<file path="src/rtl/wbuf_pkg.sv">
package wbuf_pkg;

    // Issue-stage sequencing towards the interconnect
    typedef enum logic [1:0] {
        ISS_IDLE = 2'd0,   // nothing open downstream
        ISS_REQ  = 2'd1,   // request presented, waiting for dn_ready
        ISS_WAIT = 2'd2    // accepted, waiting for the response
    } iss_state_e;

endpackage

</file>
<file path="src/rtl/wbuf_fifo.sv">
// In-order store queue with a per-entry region comparator.
// DEPTH must be a power of two: pointers wrap by overflow.
module wbuf_fifo #(
    parameter int AW      = 32,
    parameter int DW      = 32,
    parameter int DEPTH   = 4,
    parameter int REG_LSB = 28,
    localparam int SW     = DW / 8,
    localparam int PW     = (DEPTH > 1) ? $clog2(DEPTH) : 1,
    localparam int RW     = AW - REG_LSB
) (
    input  logic          clk,
    input  logic          rst_n,
    input  logic          push,
    input  logic [AW-1:0] in_addr,
    input  logic [DW-1:0] in_data,
    input  logic [SW-1:0] in_strb,
    input  logic          pop,
    output logic [AW-1:0] head_addr,
    output logic [DW-1:0] head_data,
    output logic [SW-1:0] head_strb,
    output logic          full,
    output logic          empty,
    input  logic [RW-1:0] probe_region,
    output logic          probe_hit
);

    typedef struct packed {
        logic [DEPTH-1:0][AW-1:0] addr;
        logic [DEPTH-1:0][DW-1:0] data;
        logic [DEPTH-1:0][SW-1:0] strb;
        logic [PW-1:0]            wr;
        logic [PW-1:0]            rd;
        logic [PW:0]              cnt;
    } fifo_st_t;

    fifo_st_t st_q, st_d;
    logic [DEPTH-1:0] live;
    logic [DEPTH-1:0] hit;

    // One comparator per slot; a slot counts only while it is occupied
    for (genvar gi = 0; gi < DEPTH; gi++) begin : g_slot
        logic [PW-1:0] ofs;
        assign ofs      = PW'(gi) - st_q.rd;
        assign live[gi] = ({1'b0, ofs} < st_q.cnt);
        assign hit[gi]  = live[gi] && (st_q.addr[gi][AW-1:REG_LSB] == probe_region);
    end

    assign probe_hit = |hit;
    assign full      = (st_q.cnt == (PW+1)'(DEPTH));
    assign empty     = (st_q.cnt == '0);
    assign head_addr = st_q.addr[st_q.rd];
    assign head_data = st_q.data[st_q.rd];
    assign head_strb = st_q.strb[st_q.rd];

    always_comb begin
        st_d = st_q;
        if (push) begin
            st_d.addr[st_q.wr] = in_addr;
            st_d.data[st_q.wr] = in_data;
            st_d.strb[st_q.wr] = in_strb;
            st_d.wr            = st_q.wr + 1'b1;
        end
        if (pop) begin
            st_d.rd = st_q.rd + 1'b1;
        end
        st_d.cnt = st_q.cnt + {{PW{1'b0}}, push} - {{PW{1'b0}}, pop};
    end

    always_ff @(posedge clk) begin
        if (!rst_n) begin
            st_q <= '0;
        end else begin
            st_q <= st_d;
        end
    end

endmodule

</file>
<file path="src/rtl/wbuf_issue.sv">
// Single-outstanding issue stage. A strictly ordered store that is
// clear of its region takes priority over the queue head.
module wbuf_issue
    import wbuf_pkg::*;
#(
    parameter int AW  = 32,
    parameter int DW  = 32,
    localparam int SW = DW / 8
) (
    input  logic          clk,
    input  logic          rst_n,
    // strictly ordered store, already cleared of same-region predecessors
    input  logic          strict_go,
    input  logic [AW-1:0] s_addr,
    input  logic [DW-1:0] s_data,
    input  logic [SW-1:0] s_strb,
    // queue head
    input  logic          q_empty,
    input  logic [AW-1:0] q_addr,
    input  logic [DW-1:0] q_data,
    input  logic [SW-1:0] q_strb,
    output logic          q_pop,
    // interconnect
    output logic          dn_valid,
    input  logic          dn_ready,
    output logic [AW-1:0] dn_addr,
    output logic [DW-1:0] dn_data,
    output logic [SW-1:0] dn_strb,
    input  logic          rsp_valid,
    input  logic          rsp_err,
    // completion reporting
    output logic          strict_done,
    output logic          strict_err,
    output logic          post_err,
    output logic [AW-1:0] post_err_addr,
    output logic          idle
);

    typedef struct packed {
        iss_state_e    state;
        logic          strict;
        logic [AW-1:0] addr;
        logic [DW-1:0] data;
        logic [SW-1:0] strb;
    } iss_st_t;

    iss_st_t st_q, st_d;

    always_comb begin
        st_d        = st_q;
        q_pop       = 1'b0;
        strict_done = 1'b0;
        strict_err  = 1'b0;
        post_err    = 1'b0;
        unique case (st_q.state)
            ISS_IDLE: begin
                if (strict_go) begin
                    st_d.state  = ISS_REQ;
                    st_d.strict = 1'b1;
                    st_d.addr   = s_addr;
                    st_d.data   = s_data;
                    st_d.strb   = s_strb;
                end else if (!q_empty) begin
                    q_pop       = 1'b1;
                    st_d.state  = ISS_REQ;
                    st_d.strict = 1'b0;
                    st_d.addr   = q_addr;
                    st_d.data   = q_data;
                    st_d.strb   = q_strb;
                end
            end
            ISS_REQ: begin
                if (dn_ready) begin
                    st_d.state = ISS_WAIT;
                end
            end
            ISS_WAIT: begin
                if (rsp_valid) begin
                    st_d.state = ISS_IDLE;
                    if (st_q.strict) begin
                        strict_done = 1'b1;
                        strict_err  = rsp_err;
                    end else begin
                        post_err    = rsp_err;
                    end
                end
            end
            default: begin
                st_d.state = ISS_IDLE;
            end
        endcase
    end

    assign dn_valid      = (st_q.state == ISS_REQ);
    assign dn_addr       = st_q.addr;
    assign dn_data       = st_q.data;
    assign dn_strb       = st_q.strb;
    assign post_err_addr = st_q.addr;
    assign idle          = (st_q.state == ISS_IDLE);

    always_ff @(posedge clk) begin
        if (!rst_n) begin
            st_q <= '0;
        end else begin
            st_q <= st_d;
        end
    end

endmodule

</file>
<file path="src/rtl/wbuf_errlog.sv">
// Sticky error flag for early-completed stores; first error address kept.
module wbuf_errlog #(
    parameter int AW = 32
) (
    input  logic          clk,
    input  logic          rst_n,
    input  logic          set,
    input  logic [AW-1:0] set_addr,
    input  logic          clr,
    output logic          flag,
    output logic [AW-1:0] addr
);

    typedef struct packed {
        logic          flag;
        logic [AW-1:0] addr;
    } log_st_t;

    log_st_t st_q, st_d;

    always_comb begin
        st_d      = st_q;
        // clear acts first, a new error in the same cycle wins
        st_d.flag = (st_q.flag & ~clr) | set;
        if (set && (!st_q.flag || clr)) begin
            st_d.addr = set_addr;
        end
    end

    assign flag = st_q.flag;
    assign addr = st_q.addr;

    always_ff @(posedge clk) begin
        if (!rst_n) begin
            st_q <= '0;
        end else begin
            st_q <= st_d;
        end
    end

endmodule

</file>
<file path="src/rtl/posted_wr_buf.sv">
module posted_wr_buf #(
    parameter int AW      = 32,
    parameter int DW      = 32,
    parameter int DEPTH   = 4,
    parameter int REG_LSB = 28,
    localparam int SW     = DW / 8,
    localparam int RW     = AW - REG_LSB
) (
    input  logic          clk,
    input  logic          rst_n,
    input  logic          req_valid,
    output logic          req_ready,
    input  logic          req_strict,
    input  logic [AW-1:0] req_addr,
    input  logic [DW-1:0] req_data,
    input  logic [SW-1:0] req_strb,
    output logic          req_err,
    input  logic          bar_req,
    output logic          bar_ack,
    output logic          dn_valid,
    input  logic          dn_ready,
    output logic [AW-1:0] dn_addr,
    output logic [DW-1:0] dn_data,
    output logic [SW-1:0] dn_strb,
    input  logic          dn_rsp_valid,
    input  logic          dn_rsp_err,
    output logic          imp_err,
    output logic [AW-1:0] imp_addr,
    input  logic          err_clr
);

    logic          fifo_push;
    logic          fifo_pop;
    logic          fifo_full;
    logic          fifo_empty;
    logic [AW-1:0] head_addr;
    logic [DW-1:0] head_data;
    logic [SW-1:0] head_strb;
    logic          region_busy;
    logic          strict_go;
    logic          strict_done;
    logic          strict_err;
    logic          post_err;
    logic [AW-1:0] post_err_addr;
    logic          iss_idle;
    logic [RW-1:0] req_region;

    assign req_region = req_addr[AW-1:REG_LSB];

    // device stores complete on queue entry, strict ones on their response
    assign fifo_push = req_valid && !req_strict && !fifo_full;
    assign strict_go = req_valid && req_strict && !region_busy;
    assign req_ready = req_strict ? strict_done : !fifo_full;
    assign req_err   = strict_err;
    assign bar_ack   = bar_req && fifo_empty && iss_idle;

    wbuf_fifo #(
        .AW      (AW),
        .DW      (DW),
        .DEPTH   (DEPTH),
        .REG_LSB (REG_LSB)
    ) u_fifo (
        .clk          (clk),
        .rst_n        (rst_n),
        .push         (fifo_push),
        .in_addr      (req_addr),
        .in_data      (req_data),
        .in_strb      (req_strb),
        .pop          (fifo_pop),
        .head_addr    (head_addr),
        .head_data    (head_data),
        .head_strb    (head_strb),
        .full         (fifo_full),
        .empty        (fifo_empty),
        .probe_region (req_region),
        .probe_hit    (region_busy)
    );

    wbuf_issue #(
        .AW (AW),
        .DW (DW)
    ) u_issue (
        .clk           (clk),
        .rst_n         (rst_n),
        .strict_go     (strict_go),
        .s_addr        (req_addr),
        .s_data        (req_data),
        .s_strb        (req_strb),
        .q_empty       (fifo_empty),
        .q_addr        (head_addr),
        .q_data        (head_data),
        .q_strb        (head_strb),
        .q_pop         (fifo_pop),
        .dn_valid      (dn_valid),
        .dn_ready      (dn_ready),
        .dn_addr       (dn_addr),
        .dn_data       (dn_data),
        .dn_strb       (dn_strb),
        .rsp_valid     (dn_rsp_valid),
        .rsp_err       (dn_rsp_err),
        .strict_done   (strict_done),
        .strict_err    (strict_err),
        .post_err      (post_err),
        .post_err_addr (post_err_addr),
        .idle          (iss_idle)
    );

    wbuf_errlog #(
        .AW (AW)
    ) u_errlog (
        .clk      (clk),
        .rst_n    (rst_n),
        .set      (post_err),
        .set_addr (post_err_addr),
        .clr      (err_clr),
        .flag     (imp_err),
        .addr     (imp_addr)
    );

endmodule

</file>
<file path="config.mk">
export PLATFORM = sky130hd
export DESIGN_NAME = posted_wr_buf
export DESIGN_NICKNAME = d
export VERILOG_FILES = /design/src/rtl/wbuf_pkg.sv /design/src/rtl/wbuf_fifo.sv /design/src/rtl/wbuf_issue.sv /design/src/rtl/wbuf_errlog.sv /design/src/rtl/posted_wr_buf.sv
export SDC_FILE = /design/constraint.sdc
export NUM_CORES = 1
export LEC_CHECK = 0
export BUFFER_PORTS_ARGS = -buffer_cell sky130_fd_sc_hd__buf_2
export CAP_MARGIN = 5
export CELL_PAD_IN_SITES_DETAIL_PLACEMENT = 0
export CELL_PAD_IN_SITES_GLOBAL_PLACEMENT = 1
export CORE_MARGIN = 2
export CORE_UTILIZATION = 35
export DETAILED_ROUTE_END_ITERATION = 6
export GPL_TIMING_DRIVEN = 0
export PLACE_DENSITY_LB_ADDON = 0.1
export SLEW_MARGIN = 25
export SYNTH_ARGS = -nofsm -noshare
export SYNTH_HDL_FRONTEND = slang
export SYNTH_SLANG_ARGS = --single-unit
</file>
<file path="constraint.sdc">
create_clock -name clk -period 7.21 [get_ports clk]
set_input_delay 0.721 -clock clk [delete_from_list [all_inputs] [get_ports clk]]
set_output_delay 0.721 -clock clk [all_outputs]
set_load 0.01 [all_outputs]
</file>
* After elaboration in Yosys (flattened, before gate mapping)
Index checks and enable logic that the tools add are counted.
W data, S select, Z words.
** Cells by class
- Muxes and demuxes :: 31
- Add/sub/neg operators :: 8
- $lt $le $gt $ge :: 7
- Bitwise gates (word level) :: 3
- Equality and inequality tests :: 11
- Reductions and logical operators :: 22
** Operators with widths (count)
- $bwmux W128 :: 2
- $mux W71 :: 2
- $bmux W32 S2 :: 2
- $mux W32 :: 3
- $demux W32 S2 :: 1
- $bwmux W16 :: 1
- $eq A4 B4 Y1 :: 4
- $mux W1 :: 13
- $logic_and A1 B1 Y1 :: 12
- $lt A2 B3 Y1 :: 4
- $bmux W4 S2 :: 1
- $demux W4 S2 :: 1
- $mux W4 :: 2
- $lt A2 B3 Y1 const B :: 2
- $pmux W2 S3 :: 1
- $add A2 B1 Y2 const B :: 2
- $logic_not A1 Y1 :: 4
- $mux W2 :: 2
- $ne A2 B1 Y1 const B :: 2
- $reduce_or A4 Y1 :: 1
- $sub A1 B2 Y2 const A :: 2
- $sub A2 B2 Y2 const A :: 2
- $add A3 B1 Y3 :: 1
- $eq A3 B3 Y1 const B :: 1
- other kinds (14) :: 14
** Storage, ports and cells
- Bits of input ports :: 77
- Output and inout bits :: 105
- Register bits :: 383
- Word-level logic and storage cells :: 104

* Depth between registers and ports, before layout
Gate-level depths: netlist of the first run.
- Depth in word-level cells :: 9
- Gate-level depth with buffers :: 19
- Gate-level depth less buffers :: 15

* Hierarchy
Synthesis of the first run repeated with hierarchy kept, for this count alone.
** Unflattened totals
- Cells, all modules :: 1931
- Area total of the unflattened synthesis :: 17968.5 um^2
** Modules (own cells, without submodules)
- wbuf_fifo :: cells an instance 1347, seq. area each 5585.4 um^2, area an instance 12389.4 um^2, instances 1
- wbuf_issue :: cells an instance 435, seq. area each 1421.4 um^2, area an instance 4192.8 um^2, instances 1
- wbuf_errlog :: cells an instance 143, seq. area each 660.6 um^2, area an instance 1356.3 um^2, instances 1
- posted_wr_buf :: cells an instance 6, seq. area each 0.0 um^2, area an instance 30.0 um^2, instances 1

* Least setup slack after synthesis of the first run
OpenSTA, ideal clock, no wires.
- Kind :: reg-to-reg
- From :: register u_fifo.st_q[4] in the netlist's numbering
- To :: register u_fifo.st_q[2] in the netlist's numbering
- Setup time :: 128 ps
- Slack :: 3677 ps
- Period minus slack after synthesis :: 3533 ps
- Path buffers :: 4
- Required time :: 7082 ps
- Arrival time :: 3405 ps
- Stages on the path, launching flop included :: 20
- Cell sequence :: dfxtp_1 clkbuf_1 buf_1 xnor2_1 inv_1 ha_1 a21oi_1 o21ai_1 and4_1 buf_2 buf_2 a21oi_2 ha_1 inv_1 ha_1 inv_1 fa_1 xor2_1 xnor2_1 nor2_1
** On the way
- Word-level cells in the longest chain between the ends :: 9
- Elaborated cells on any way between the ends :: 18
- Classes of those cells :: 5 x add/sub; 4 x order compare; 2 x mux; 7 x reduce/logical
** RTL lines
- start, declared :: line wbuf_fifo.sv:37 : fifo_st_t st_q, st_d;
- start signal, assigned :: line wbuf_fifo.sv:74 : st_q <= st_d;
- $sub A1 B2 Y2 / $sub A2 B2 Y2 (equally long branches) :: line wbuf_fifo.sv:44 : assign ofs = PW'(gi) - st_q.rd;
- $lt A2 B3 Y1 :: line wbuf_fifo.sv:45 : assign live[gi] = ({1'b0, ofs} < st_q.cnt);
- $logic_and A1 B1 Y1 :: line wbuf_fifo.sv:46 : assign hit[gi] = live[gi] && (st_q.addr[gi][AW-1:REG_LSB] == probe_region);
- $reduce_or A4 Y1 * :: line wbuf_fifo.sv:49 : assign probe_hit = |hit;
- $logic_not A1 Y1 * :: line posted_wr_buf.sv:52 : assign strict_go = req_valid && req_strict && !region_busy;
- $logic_and A1 B1 Y1 * :: line posted_wr_buf.sv:52
- $mux W1 * :: line wbuf_issue.sv:57 : if (strict_go) begin
- $mux W1 * :: line wbuf_issue.sv:55 : unique case (st_q.state)
- net fifo_pop :: line posted_wr_buf.sv:33 : logic fifo_pop;
- $sub A3 B1 Y3 * :: line wbuf_fifo.sv:67 : st_d.cnt = st_q.cnt + {{PW{1'b0}}, push} - {{PW{1'b0}}, pop};
Mark *: on every way through the listed nets, which the timed path passes. The rest lies on a longest branch.
A chain may end at the register's enable or synchronous reset.

* Worst setup path in the final report of the first run
Ends and elaborated chain as after synthesis.

==> results of run 1 <==
[through the flow]
step	hold slack (ns)	util [%]	worst slack (ns)	cell area, um^2
floorplan	0.4331	-	3.677	17340
global placement	0.4378	38.93	2.593	19060
detailed placement	0.4448	38.93	2.582	19060
CTS	0.3953	41.98	2.551	20550
global route	0.4209	41.99	2.328	20550
finish	0.4235	41.99	2.555	20550
[worst max path at each step]
stage / cells after the start / slack, ns / endpoint
after detailed placement: 19 / 2.58 / u_fifo.st_q[2]
after global placement: 19 / 2.59 / u_fifo.st_q[2]
after CTS: 19 / 2.55 / u_fifo.st_q[2]
after global routing: 19 / 2.33 / u_fifo.st_q[2]
after floorplan: 19 / 3.68 / u_fifo.st_q[2]
final: 19 / 2.55 / u_fifo.st_q[2]
[cell type report]
| cell class | count | area [um^2] |
|---|---|---|
| Timing Repair Buffer | 177 | 885.9 |
| Antenna cell | 1 | 2.502 |
| Clock inverter | 9 | 76.32 |
| Clock buffer | 71 | 1416 |
| Multi-Input combinational cell | 1352 | 8283 |
| Inverter | 9 | 33.78 |
| Tap cell | 664 | 830.8 |
| Fill cell | 4977 | 28400 |
| Sequential cell | 383 | 7667 |
| Buffer | 250 | 1356 |
[worst register-to-register path: cells and delay by family, from the launching register on]
kind,cells,cell delay (ns)
compound gates,3,0.43
xor+xnor,2,0.30
fa+ha+maj,4,1.16
buf+inv,7,1.99
flops,1,0.33
simple gates,3,0.31
[registers in the layout (all words and copies together) (netlist names)]
name and flops:
u_fifo.st_q 279, u_errlog.addr 32, u_issue.dn_addr 32, u_issue.dn_data 32, u_issue.dn_strb 4, u_issue.st_q 3, u_errlog.flag 1
[cell usage after synthesis]
| library cell | number | area (um^2) |
|---|---|---|
| nor2_1 | 76 | 285.3 |
| buf_4 | 79 | 593.1 |
| a211oi_2 | 20 | 250.2 |
| nand2b_1 | 6 | 37.54 |
| nand3_2 | 1 | 10.01 |
| mux4_2 | 68 | 1531 |
| fa_1 | 1 | 20.02 |
| and4_1 | 1 | 8.760 |
| dfxtp_1 | 383 | 7667 |
| nor3_1 | 69 | 345.3 |
| a21oi_2 | 1 | 8.760 |
| clkbuf_4 | 2 | 15.01 |
| a21oi_1 | 311 | 1556 |
| clkbuf_1 | 110 | 412.9 |
| xor2_1 | 17 | 148.9 |
| nor2b_1 | 4 | 25.02 |
| buf_2 | 49 | 245.2 |
| a211oi_1 | 48 | 360.4 |
| ha_1 | 10 | 125.1 |
| xnor2_1 | 3 | 26.28 |
| o21ai_0 | 1 | 5.000 |
| inv_1 | 9 | 33.78 |
| and2_1 | 7 | 43.79 |
| nand2_1 | 621 | 2331 |
| a2111oi_2 | 68 | 1021 |
| nor3_2 | 1 | 10.01 |
| and3_1 | 3 | 18.77 |
| mux2i_1 | 3 | 30.03 |
| nor4_1 | 4 | 25.02 |
| o21ai_1 | 4 | 20.02 |
| and4b_1 | 1 | 10.01 |
| nor3b_1 | 1 | 7.510 |
| nand4_2 | 1 | 12.51 |
| buf_1 | 3 | 11.26 |
| buf_6 | 7 | 78.83 |
| a311oi_1 | 1 | 8.760 |
[routing by layer]
| layer | share of wire (%) | up-vias | global-route usage (%) |
|---|---|---|---|
| met1 | 44 | 7338 | 30.95 |
| li1 | - | 7254 | - |
| met4 | 2.7 | 2 | 8.065 |
| met5 | 0.018 | - | 0 |
| met3 | 4.6 | 106 | 3.330 |
| met2 | 49 | 391 | 42.30 |
[power breakdown]
group | internal (mW) | total (mW) | switching, mW
logic | 1.03 | 2.50 | 1.47
clock network | 1.38 | 2.32 | 0.942
registers | 2.37 | 2.55 | 0.185
total | 4.78 | 7.38 | 2.60
[cell families (layout without fill, tap and decap cells)]
family | after synthesis | in the layout
compound gates | 454 | 454
xor+xnor | 20 | 20
fa+ha+maj | 11 | 11
buf+inv | 259 | 516
flops | 383 | 383
mux | 71 | 71
other cells | 0 | 1
simple gates | 796 | 796
==> results by group, run 1 <==
Status
  • Status: complete, no violations

Hold path
  • WHS Path Cells: 3
  • Hold path endpoint: u_fifo.st_q[167]
  • Hold_sp: req_addr[16]
  • Hold crit path type: in -> reg

Yosys
  • Adder-cell share of the synthesized area: 0.8370%
  • Syn_area_per_cell: 8.696 um^2
  • Yosys warns: 0
  • Synth Register Bits: 383
  • Post-synthesis xor/xnor area fraction: 1.010%
  • Mapped Area: 0.01734 mm^2
  • Main combinational cell family by area after synthesis: compound AO/OA/AOI/OAI gates
  • Mux contribution to synthesized area: 9.005%
  • Synth Instances: 1,994
  • Post-synthesis cell type count: 36
  • Register area share after synthesis: 44.22%
  • Compound-Gate Fraction of Synth Area: 18.63%
  • Syn Nets: 2,082
  • Simple-gate share of the synthesized area: 18.28%

Timing
  • Final worst-path cycle share: 64.57%
  • Count of final max-slew check failures: 0
  • Final setup vio count: 0
  • Max-slew headroom: 33.71%
  • Unrepaired setup endpoints after global routing: no
  • Min Tclk post-route: 4.656 ns
  • Slew at the pin closest to its max-slew limit: 0.9943 ns
  • FMAX: 214.8 MHz
  • Hold Vio Cnt, Final: 0
  • Fin Setup TNS: 0 ns
  • Clk_skew: 0.02264 ns

Flow run
  • Max-capacitance violation count: 0

Setup path
  • CP endpoint kind: flop
  • CP max FO: 10
  • CP Cell Sequence: clkbuf_1 -> buf_1 -> inv_1 -> ha_1 -> a21oi_1 -> nor2_1 -> o21ai_1 -> and4_1 -> buf_2 -> buf_2 -> a21oi_2 -> ha_1 -> inv_1 -> ha_1 -> inv_1 -> fa_1 -> xor2_1 -> xnor2_1 -> nor2_1
  • Crit path kind: reg -> reg
  • Reg-to-Reg Start: u_fifo.st_q[4]
  • Flop2flop setup slack: 2.55 ns
  • Slowest cell on crit path: buf_1
  • CP bufs+invs: 7
  • Capturing point of the worst reg2reg path: u_fifo.st_q[2]
  • Reg2Reg Depth: 19
  • Arr. time, crit path: 5.10 ns
  • Critical Path Start Type: flop
  • CP required: 7.65 ns
  • Critical path's largest stage delay: 0.58 ns
  • Crit. Startpoint: u_fifo.st_q[4]
  • CP delay by family, top: buffers and inverters

Drt
  • DR vias: 15.09k
  • DR iter-0 viols: 926
  • Routed len/inst: 21.31 um
  • Drt via density: 5.175
  • Routed wire length: 62.15 mm
  • DRC violations left: 0
  • Antenna-violating nets left: 0
  • Pre-antenna DRT Iters: 5

Global route
  • Initial antenna violation count: 2
  • Number of global-route vias before repair: 14.84k
  • GRT overflow: 0
  • Largest net degree at the start of global routing: 13
  • First-pass GRT wire length: 92.77 mm
  • Global Route Usage Sum: 24.31%

Power
  • PD cells: 358.9 mW/mm^2
  • Worst VDD drop: 0.1554 mV
  • Leakage power: 7.366 nW
  • Total chip power: 7.376 mW

Clock tree
  • Skew-Pair Late Insertion Delay: 0.58 ns
  • Root buf cell: clkbuf_16
  • Clock sinks: 383
  • H-tree levels: 2
  • Post-CTS setup buffers: 0
  • Clock Tree Buf Depth: 3
  • Hold_buf cts: 0
  • CTS tree: yes
  • Post-CTS Resized: 0
  • Reg clk slew, reported paths: 0.06 ns
  • CTS Buf Count: 45

Cells and area
  • Fin nets: 2,306
  • Commonest non-fill, non-tap cell in the layout: nand2_1
  • Share of layout cells above drive strength 1: 24.21%
  • Final instance count without filler cells: 2,916
  • Area Overhead vs Synth: 18.52%
  • Most frequent cells in the layout: nand2_1, dfxtp_1, a21oi_1, buf_2, clkbuf_1

Placed design
  • PortBufs: 177
  • RePlAce Congestion: 0.7839
  • DP HPWL: 43.10 mm
  • Placed cells: 2,835

Floorplanning
  • Die Area: 0.05134 mm^2
  • Core area: 0.04895 mm^2
  • Die Y-Extent: 226.6 um
  • Initial Util: 35.42%
  • Cell row count: 81
  • I/O pin count: 182
  • Die Width: 226.6 um
Power figures use the tool's default switching activity.
==> run 2: changes to the inputs <==
Settings changed: ABC_AREA set to 1.
Clock period 7.21 ns to 4 ns, I/O delays scaled along.
==> run 2 against run 1 <==
  * First-iteration DRC count rose by 50%
  * Highest routed layer unchanged
  * Synthesized cell count up 19%
  * Clock-buffer cell count up 5
  * Via count up 12%
==> results by group, run 2 <==
Cells and area
  • Top reg by flops: u_fifo.st_q
  • Fin nets: 2,695
  • Area of the multi-input gates: 0.007312 mm^2
  • Most frequent cells in the layout: nand2_1, dfxtp_1, a21oi_1, nand3_1, inv_1
  • Commonest non-fill, non-tap cell in the layout: nand2_1
  • Share of layout cells above drive strength 1: 14.70%
  • Fill cell count: 5,168
  • Register area: 0.007669 mm^2
  • Number of flip-flops in the largest register: 279
  • Area Overhead vs Synth: 19.05%
  • Finished Core Util: 41.99%
  • Final instance count without filler cells: 3,307

Floorplanning
  • Initial Util: 35.27%
  • Core area: 0.04875 mm^2
  • Cell row count: 81
  • Die Width: 225.7 um
  • Die Area: 0.05092 mm^2
  • Die Y-Extent: 225.7 um
  • I/O pin count: 182

Drt
  • Drt via density: 5.112
  • Routed wire length: 61.26 mm
  • Antenna-violating nets left: 0
  • Routed len/inst: 18.52 um
  • Pre-antenna DRT Iters: 6
  • DR iter-0 viols: 1,391
  • DR vias: 16.91k
  • DRC violations left: 0

Placed design
  • PortBufs: 176
  • Dpl ws: -1.327 ns
  • RePlAce Congestion: 0.8220
  • Placed cells: 3,220
  • DP HPWL: 43.53 mm

Yosys
  • Mux contribution to synthesized area: 0%
  • Yosys warns: 0
  • Synth top area share: 44.59%
  • Synth top area cells: dfxtp_1, a21oi_1, nand2_1
  • Post-synth top area cell: dfxtp_1
  • Syn Nets: 2,468
  • Adder-cell share of the synthesized area: 0.8441%
  • Synth Instances: 2,380
  • Post-synthesis cell type count: 25
  • Mapped Area: 0.01720 mm^2
  • Top-count cell post-synth: nand2_1
  • Dominant synthesized flop cell: dfxtp_1
  • Post-synth EDFFs: 0
  • Synth Register Bits: 383
  • Main combinational cell family by area after synthesis: compound AO/OA/AOI/OAI gates
  • Simple-gate share of the synthesized area: 20.58%
  • Compound-Gate Fraction of Synth Area: 20.83%
  • Syn_area_per_cell: 7.225 um^2
  • Ys async rst share: 0%
  • Register area share after synthesis: 44.59%
  • Post-synth top cells: nand2_1, dfxtp_1, a21oi_1
  • Post-synthesis xor/xnor area fraction: 0.1019%

Global route
  • Number of global-route vias before repair: 15.75k
  • Initial antenna violation count: 5
  • Met1 Resource Use GR: 33.21%
  • GRT overflow: 0
  • Grt peak-use layer: met2
  • GR Util met2: 37.52%
  • First-pass GRT wire length: 93.53 mm
  • M3 GR Usage: 3.331%
  • Largest net degree at the start of global routing: 20
  • Global Route Usage Sum: 23.76%

Clock tree
  • Hold_buf cts: 0
  • CTS Buf Count: 46
  • Skew-Pair Late Insertion Delay: 0.57 ns
  • Clock sinks: 383
  • CTS tree: yes
  • Clock Tree Buf Depth: 3
  • Root buf cell: clkbuf_16
  • Reg clk slew, reported paths: 0.06 ns
  • H-tree levels: 2

Timing
  • Final setup vio count: 0
  • Min Tclk post-route: 3.881 ns
  • Clk_skew: 0.02155 ns
  • Hold Vio Cnt, Final: 0
  • Unrepaired setup endpoints after global routing: no
  • FMAX: 257.7 MHz
  • Fin Setup TNS: 0 ns
  • Final worst-path cycle share: 97.02%
  • Slew at the pin closest to its max-slew limit: 1.045 ns
  • Final setup margin: 0.1193 ns
  • Count of final max-slew check failures: 0
  • Max-slew headroom: 30.14%

Setup path
  • Arr. time, crit path: 4.39 ns
  • CP endpoint kind: flop
  • Critical path's largest stage delay: 0.77 ns
  • Critical Path Start Type: flop
  • Slowest cell on crit path: nand3_1
  • CP Cell Sequence: inv_2 -> nand2_4 -> clkbuf_8 -> buf_4 -> nand2_1 -> ha_1 -> a21oi_1 -> nor2_1 -> nor2_2 -> nor2_4 -> buf_4 -> nand3_1 -> buf_2 -> nand3_1 -> nand2_1 -> nor2_1
  • CP required: 4.50 ns
  • Crit path kind: reg -> reg
  • CP max FO: 10

Power
  • Leakage power: 8.304 nW
  • Worst VDD drop: 0.2913 mV
  • PD cells: 642.0 mW/mm^2
  • Total chip power: 13.14 mW

Hold path
  • Hold crit path type: in -> reg

Status
  • Status: complete, no violations

Flow run
  • Max-capacitance violation count: 0
-- run 2: final cells by class --
cell class              count  area share, %
diodes                      3        0.03667
flip-flops and latches    383          37.46
clock inverters             5         0.1589
inverters                 246          4.535
multi-input cells        1489          35.72
clock buffers              76          7.011
well taps                 664          4.058
plain buffers             259          6.497
repair buffers            182          4.523
-- run 2: per-stage QoR --
stage / instance area (um^2) / hold WS (ns)
after floorplan: 17200 / 0.4294
after global routing: 20460 / 0.09806
after detailed placement: 18910 / 0.4464
after CTS: 20430 / 0.07313
final: 20470 / 0.09967
after global placement: 18910 / 0.4390
-- run 2: kinds of logic (layout without fill, tap and decap cells) --
family | Yosys count | after routing
fa+ha+maj | 11 | 11
flops | 383 | 383
compound gates | 630 | 630
other cells | 0 | 3
xor+xnor | 2 | 2
simple gates | 846 | 846
buf+inv | 508 | 768
-- run 2: final timing paths --
path,from,end,slack (ns),cells past startpoint
max,u_fifo.st_q[3],u_issue.dn_addr[31],0.12,16
min,dn_ready,u_issue.st_q[70],0.1,3
max reg2reg,u_fifo.st_q[3],u_issue.dn_addr[31],0.12,16
min reg2reg,u_fifo.st_q[15],u_fifo.st_q[15],0.45,2
-- run 2: timing repair --
item | in CTS | in global routing
setup endpoints to repair | 75 | 2
buffers inserted | 2 | 4
gates cloned | 0 | 0
pin swaps | 1 | 2
gates resized for setup | 14 | 3
-- run 2: power by group --
part	leakage, nW	internal [mW]	total, mW	switching [mW]
Clock	0.724	2.43	4.09	1.66
Combinational	4.47	1.64	4.50	2.86
Sequential	3.11	4.30	4.55	0.250
-- run 2: worst max-delay path: cells and delay by family (launching register included) --
family | cells | cell delay [ns]
flip-flops | 1 | 0.40
adder cells (fa/ha/maj) | 1 | 0.29
AND/OR/NAND/NOR | 9 | 1.77
AO/OA/AOI/OAI | 1 | 0.06
buffers and inverters | 5 | 1.30
-- run 2: routing by layer --
| metal | vias up | wire, um |
|---|---|---|
| li1 | 8313 | - |
| met1 | 8042 | 28680 |
| met2 | 456 | 27480 |
| met3 | 92 | 3424 |
| met4 | 2 | 1655 |
| met5 | - | 12 |
